<file path="src/rtl/rfsh_pkg.sv">
package rfsh_pkg;

  typedef enum logic [1:0] {
    ST_IDLE,
    ST_WAIT,
    ST_BURST,
    ST_HOLD
  } win_st_e;

  function automatic int ns_to_cyc(input int khz, input int ns);
    return (khz * ns + 500000) / 1000000;
  endfunction

endpackage

</file>
<file path="src/rtl/rfsh_period_timer.sv">
module rfsh_period_timer #(
  parameter int PERIOD_CYC = 215,
  localparam int CNT_W = $clog2(PERIOD_CYC)
) (
  input  logic clk_i,
  input  logic rst_ni,
  output logic tick_o
);

  logic [CNT_W-1:0] cnt_q;
  logic             wrap;

  assign wrap   = (cnt_q == CNT_W'(PERIOD_CYC - 1));
  assign tick_o = wrap;

  always_ff @(posedge clk_i or negedge rst_ni) begin
    if (!rst_ni)   cnt_q <= '0;
    else if (wrap) cnt_q <= '0;
    else           cnt_q <= cnt_q + 1'b1;
  end

endmodule

</file>
<file path="src/rtl/rfsh_win_ctrl.sv">
module rfsh_win_ctrl
  import rfsh_pkg::*;
#(
  parameter int WIN_CYC  = 29,
  parameter int ROWS     = 8,
  parameter int SLOT_CYC = 3,
  localparam int WW = $clog2(WIN_CYC + 1),
  localparam int SW = $clog2(SLOT_CYC + 1),
  localparam int BW = $clog2(ROWS + 1)
) (
  input  logic clk_i,
  input  logic rst_ni,
  input  logic start_i,
  input  logic ack_i,
  output logic halt_o,
  output logic slot_o,
  output logic inval_o
);

  win_st_e       state_q, state_d;
  logic [WW-1:0] win_q;
  logic [SW-1:0] slot_q;
  logic [BW-1:0] burst_q;
  logic          pend_q;
  logic          inval_q;
  logic          win_done, slot_last, burst_last, leave;

  assign win_done   = (win_q >= WW'(WIN_CYC - 1));
  assign slot_last  = (slot_q == SW'(SLOT_CYC - 1));
  assign burst_last = (burst_q == BW'(ROWS - 1));

  always_comb begin
    state_d = state_q;
    leave   = 1'b0;
    case (state_q)
      ST_IDLE:  if (start_i || pend_q) state_d = ST_WAIT;
      ST_WAIT:  if (ack_i) state_d = ST_BURST;
      ST_BURST: if (slot_last && burst_last) state_d = ST_HOLD;
      ST_HOLD: begin
        if (win_done) begin
          state_d = ST_IDLE;
          leave   = 1'b1;
        end
      end
      default:  state_d = ST_IDLE;
    endcase
  end

  always_ff @(posedge clk_i or negedge rst_ni) begin
    if (!rst_ni) begin
      state_q <= ST_IDLE;
      inval_q <= 1'b0;
      pend_q  <= 1'b0;
    end else begin
      state_q <= state_d;
      inval_q <= leave;
      // a period that expires inside an open window is deferred, not dropped
      if (state_q == ST_IDLE) pend_q <= 1'b0;
      else if (start_i)       pend_q <= 1'b1;
    end
  end

  always_ff @(posedge clk_i or negedge rst_ni) begin
    if (!rst_ni)                win_q <= '0;
    else if (state_q == ST_IDLE) win_q <= '0;
    else if (!win_done)         win_q <= win_q + 1'b1;
  end

  always_ff @(posedge clk_i or negedge rst_ni) begin
    if (!rst_ni) begin
      slot_q  <= '0;
      burst_q <= '0;
    end else if (state_q != ST_BURST) begin
      slot_q  <= '0;
      burst_q <= '0;
    end else if (slot_last) begin
      slot_q  <= '0;
      burst_q <= burst_q + 1'b1;
    end else begin
      slot_q  <= slot_q + 1'b1;
    end
  end

  assign halt_o  = (state_q != ST_IDLE);
  assign slot_o  = (state_q == ST_BURST) && (slot_q == '0);
  assign inval_o = inval_q;

endmodule

</file>
<file path="src/rtl/rfsh_row_ctr.sv">
module rfsh_row_ctr #(
  parameter int ROW_W = 8
) (
  input  logic             clk_i,
  input  logic             rst_ni,
  input  logic             inc_i,
  output logic [ROW_W-1:0] row_o
);

  logic [ROW_W-1:0] row_q;

  always_ff @(posedge clk_i or negedge rst_ni) begin
    if (!rst_ni)    row_q <= '0;
    else if (inc_i) row_q <= row_q + 1'b1;
  end

  assign row_o = row_q;

endmodule

</file>
<file path="src/rtl/refresh_burst_sched.sv">
module refresh_burst_sched
  import rfsh_pkg::*;
#(
  parameter int CLK_KHZ        = 7159,
  parameter int PERIOD_NS      = 30000,
  parameter int WINDOW_NS      = 4000,
  parameter int ROW_W          = 8,
  parameter int ROWS_PER_BURST = 8,
  parameter int SLOT_CYC       = 3,
  localparam int PERIOD_CYC = ns_to_cyc(CLK_KHZ, PERIOD_NS),
  localparam int WIN_CYC    = ns_to_cyc(CLK_KHZ, WINDOW_NS)
) (
  input  logic             clk_i,
  input  logic             rst_ni,
  input  logic             halt_ack_i,
  output logic             halt_req_o,
  output logic             refresh_o,
  output logic [ROW_W-1:0] refresh_row_o,
  output logic             open_row_inval_o
);

  logic tick;
  logic slot;

  rfsh_period_timer #(
    .PERIOD_CYC(PERIOD_CYC)
  ) u_timer (
    .clk_i (clk_i),
    .rst_ni(rst_ni),
    .tick_o(tick)
  );

  rfsh_win_ctrl #(
    .WIN_CYC (WIN_CYC),
    .ROWS    (ROWS_PER_BURST),
    .SLOT_CYC(SLOT_CYC)
  ) u_win (
    .clk_i  (clk_i),
    .rst_ni (rst_ni),
    .start_i(tick),
    .ack_i  (halt_ack_i),
    .halt_o (halt_req_o),
    .slot_o (slot),
    .inval_o(open_row_inval_o)
  );

  rfsh_row_ctr #(
    .ROW_W(ROW_W)
  ) u_row (
    .clk_i (clk_i),
    .rst_ni(rst_ni),
    .inc_i (slot),
    .row_o (refresh_row_o)
  );

  assign refresh_o = slot;

endmodule

</file>
<file path="config.mk">
export PLATFORM = sky130hd
export DESIGN_NAME = refresh_burst_sched
export DESIGN_NICKNAME = d
export VERILOG_FILES = /design/src/rtl/rfsh_pkg.sv /design/src/rtl/rfsh_period_timer.sv /design/src/rtl/rfsh_win_ctrl.sv /design/src/rtl/rfsh_row_ctr.sv /design/src/rtl/refresh_burst_sched.sv
export SDC_FILE = /design/constraint.sdc
export NUM_CORES = 1
export LEC_CHECK = 0
export BUFFER_PORTS_ARGS = -buffer_cell sky130_fd_sc_hd__buf_2
export CAP_MARGIN = 20
export CORE_UTILIZATION = 57
export CTS_CLUSTER_SIZE = 25
export DETAILED_ROUTE_END_ITERATION = 8
export HOLD_SLACK_MARGIN = 0.1
export PLACE_DENSITY = 0.77
export SLEW_MARGIN = 20
export SYNTH_ARGS = -nofsm -noshare
export SYNTH_HDL_FRONTEND = slang
export SYNTH_SLANG_ARGS = --single-unit
</file>
<file path="constraint.sdc">
create_clock -name clk_i -period 2 [get_ports clk_i]
set_input_delay 0.1 -clock clk_i [delete_from_list [all_inputs] [get_ports clk_i]]
set_output_delay 0.1 -clock clk_i [all_outputs]
set_load 0.03 [all_outputs]
</file>
==> impl_metrics.ini <==
[critical_path]
worstReg2RegStart = u_win.state_q[0]$_DFFE_PN0P_
cp-startpoint = u_win.state_q[0]$_DFFE_PN0P_
arrival_ns = 1.70
reg2reg_to = u_row.row_o[7]$_DFFE_PN0P_
r2r_setup_slack_ns = 0.27
cp-endpoint = refresh_o
endpoint_kind = primary output
worstPathMaxFanout = 8
worstSetupStartpointType = register
critical_path_class = register to primary output
reg2reg_depth = 6
critPathRequiredTime_ns = 1.90

[yosys]
syn_avg_cell_area_um2 = 11.3
synth_common_cells = dfrtp_1 (31), nor2_1 (16), ha_1 (11)
async_flop_share = 1.00
synthDistinctLibCells = 28
yosysTopAreaCellShare = 0.532
synth_edf_count = 0
syn_inst = 129
synth-seq-area-share = 0.532
synth_flop_cell = dfrtp_1
syn-cell-area_um2 = 1460
yosys.area.top_type = dfrtp_1
synth-seq-cells = 31
yosys_warnings = 0
ys_top_cells_by_area = dfrtp_1 (53%), ha_1 (9.4%), xnor2_1 (5.4%), xor2_1 (4.8%), nor2_1 (4.1%)
synth_fp_nets = 143
synth.most_common_cell = dfrtp_1

[global_route]
grt_max_degree = 32
grt_util_all_layers = 0.220
grt_remaining_overflow = 0
grt_pass1_vias = 955
antenna_found_initial = 0
grt_pass1_wl_mm = 4.12

[sta]
post-route-min-period_ns = 1.80
whs_ns = 0.237
rsz0062_at_grt = false
worst_pin_slew_ns = 0.674
finalMaxSlewViolations = 0
fin_skew_ns = 0.00256
maxSlewHeadroom = 0.551
fin_crit_sh = 0.901
fin_tns_setup_ns = 0
report.final.hold_viol_count = 0
max_clock_freq_mhz = 555
setup_viol = 0

[layout]
num_antenna_cells = 0
nNetsFinal = 165
drive_gt1_frac = 0.158
final_core_util = 0.711
area_growth_pct = 13.0
instances_no_fill = 180
fill_cells = 177

[detailed_routing]
vias = 968
drt_iter0_drc = 11
drcViolationCount = 0
drtAntennaViolNets = 0
wirelength_mm = 2.40
drt_pass1_iterations = 4
viasPerCell = 5.38
wl_per_cell_um = 13.3

[clock_network]
holdBufCountCts = 1
cts_resized = 0
worstSkewPairLatency_ns = 0.33
clock-sinks = 31
postCtsSetupRepairBufs = 0
h-tree-depth = 2
clkTransAtPathRegs_ns = 0.09
tritoncts = done
cts_root_buf = clkbuf_4
cts_max_path_buffers = 2
cts_buffers = 5

[run_status]
status = complete, no violations

[power]
peakVddDrop_uv = 900
powerDensity_nw_per_um2 = 1250
p_leak_uw = 0.000835

[floorplanning]
ioPinCount = 14
die_h_um = 52.6
core-area_um2 = 2320
std_cell_rows = 17
die_w_um = 52.6
initial_core_util = 0.629
dieArea_um2 = 2760

[place]
dp_cells = 171
gp_congestion = 0.782
hpwl_mm = 1.73
io_buffers = 13

[min_path]
hold_class = input port to register

[run]
cap_violations = 0
## layout make-up
class	count	area [um^2]	area share
Multi-Input combinational cell	90	652	0.396
Sequential cell	31	776	0.471
Clock buffer	8	68.8	0.0418
Inverter	7	26.3	0.0159
Tap cell	28	35.0	0.0213
Timing Repair Buffer	16	90.1	0.0547
## power breakdown
group / switching, uW / internal, uW / total [uW]
clock: 207 / 207 / 414
combinational: 435 / 301 / 736
sequential: 147 / 759 / 906
total: 789 / 1270 / 2060
## metal layers
| metal | up-vias | share of wire | routed length [um] | track usage |
|---|---|---|---|---|
| li1 | 474 | - | - | - |
| met1 | 470 | 0.46 | 1110 | 0.266 |
| met2 | 17 | 0.48 | 1140 | 0.325 |
| met3 | 7 | 0.043 | 104 | 0.0870 |
| met4 | 0 | 0.017 | 41 | 0.136 |
| met5 | - | 0 | 0 | 0 |
## flip-flops by register name, summed over array words and instances (netlist names)
| signal | count |
|---|---|
| u_win.win_q | 5 |
| u_win.pend_q | 1 |
| u_win.state_q | 2 |
| u_row.row_o | 8 |
| u_timer.cnt_q | 8 |
| u_win.inval_o | 1 |
| u_win.slot_q | 2 |
| u_win.burst_q | 4 |
## metrics by stage
step           area, um^2  setup slack (ns)  power [uW]
6_report             1650             0.197        2060
3_5_place_dp         1570             0.286        1660
2_1_floorplan        1460             0.105        1430
5_1_grt              1650            0.0462        2210
3_3_place_gp         1570             0.388        1620
4_1_cts              1650             0.185        2080
## critical path: stages (launching register included)
cell	delay (ns)
dfrtp_1	0.41
inv_1	0.13
ha_1	0.20
nor3b_4	0.36
buf_2	0.27
## kinds of logic after synthesis
| kind of cell | after synthesis | share of synthesized area |
|---|---|---|
| flip-flops | 31 | 0.532 |
| adder cells (fa/ha/maj) | 11 | 0.0944 |
| buffers and inverters | 8 | 0.0206 |
| multiplexers | 4 | 0.0292 |
| AND/OR/NAND/NOR | 51 | 0.193 |
| AO/OA/AOI/OAI | 7 | 0.0283 |
| XOR/XNOR | 17 | 0.102 |
## how the worst min path moves through the flow
stage | from | cells past startpoint | to
after floorplan | rst_ni | 0 | u_row.row_o[0]$_DFFE_PN0P_
after global placement | rst_ni | 1 | u_win.win_q[3]$_DFFE_PN0P_
after detailed placement | rst_ni | 1 | u_win.win_q[3]$_DFFE_PN0P_
after CTS | halt_ack_i | 4 | u_win.state_q[0]$_DFFE_PN0P_
after global routing | halt_ack_i | 4 | u_win.state_q[0]$_DFFE_PN0P_
final | halt_ack_i | 4 | u_win.state_q[0]$_DFFE_PN0P_
## layout by cell type (no fill, tap or decap), types with 3 or more instances in the layout
cell / instances
clkbuf_4: 5
inv_1: 7
xnor2_1: 9
nand3_1: 10
xor2_1: 8
nor2_1: 16
nor2b_1: 4
buf_2: 13
ha_1: 11
dfrtp_1: 31
and3_1: 3
and2_1: 3
nand2_1: 4
Power figures use the tool's default switching activity.
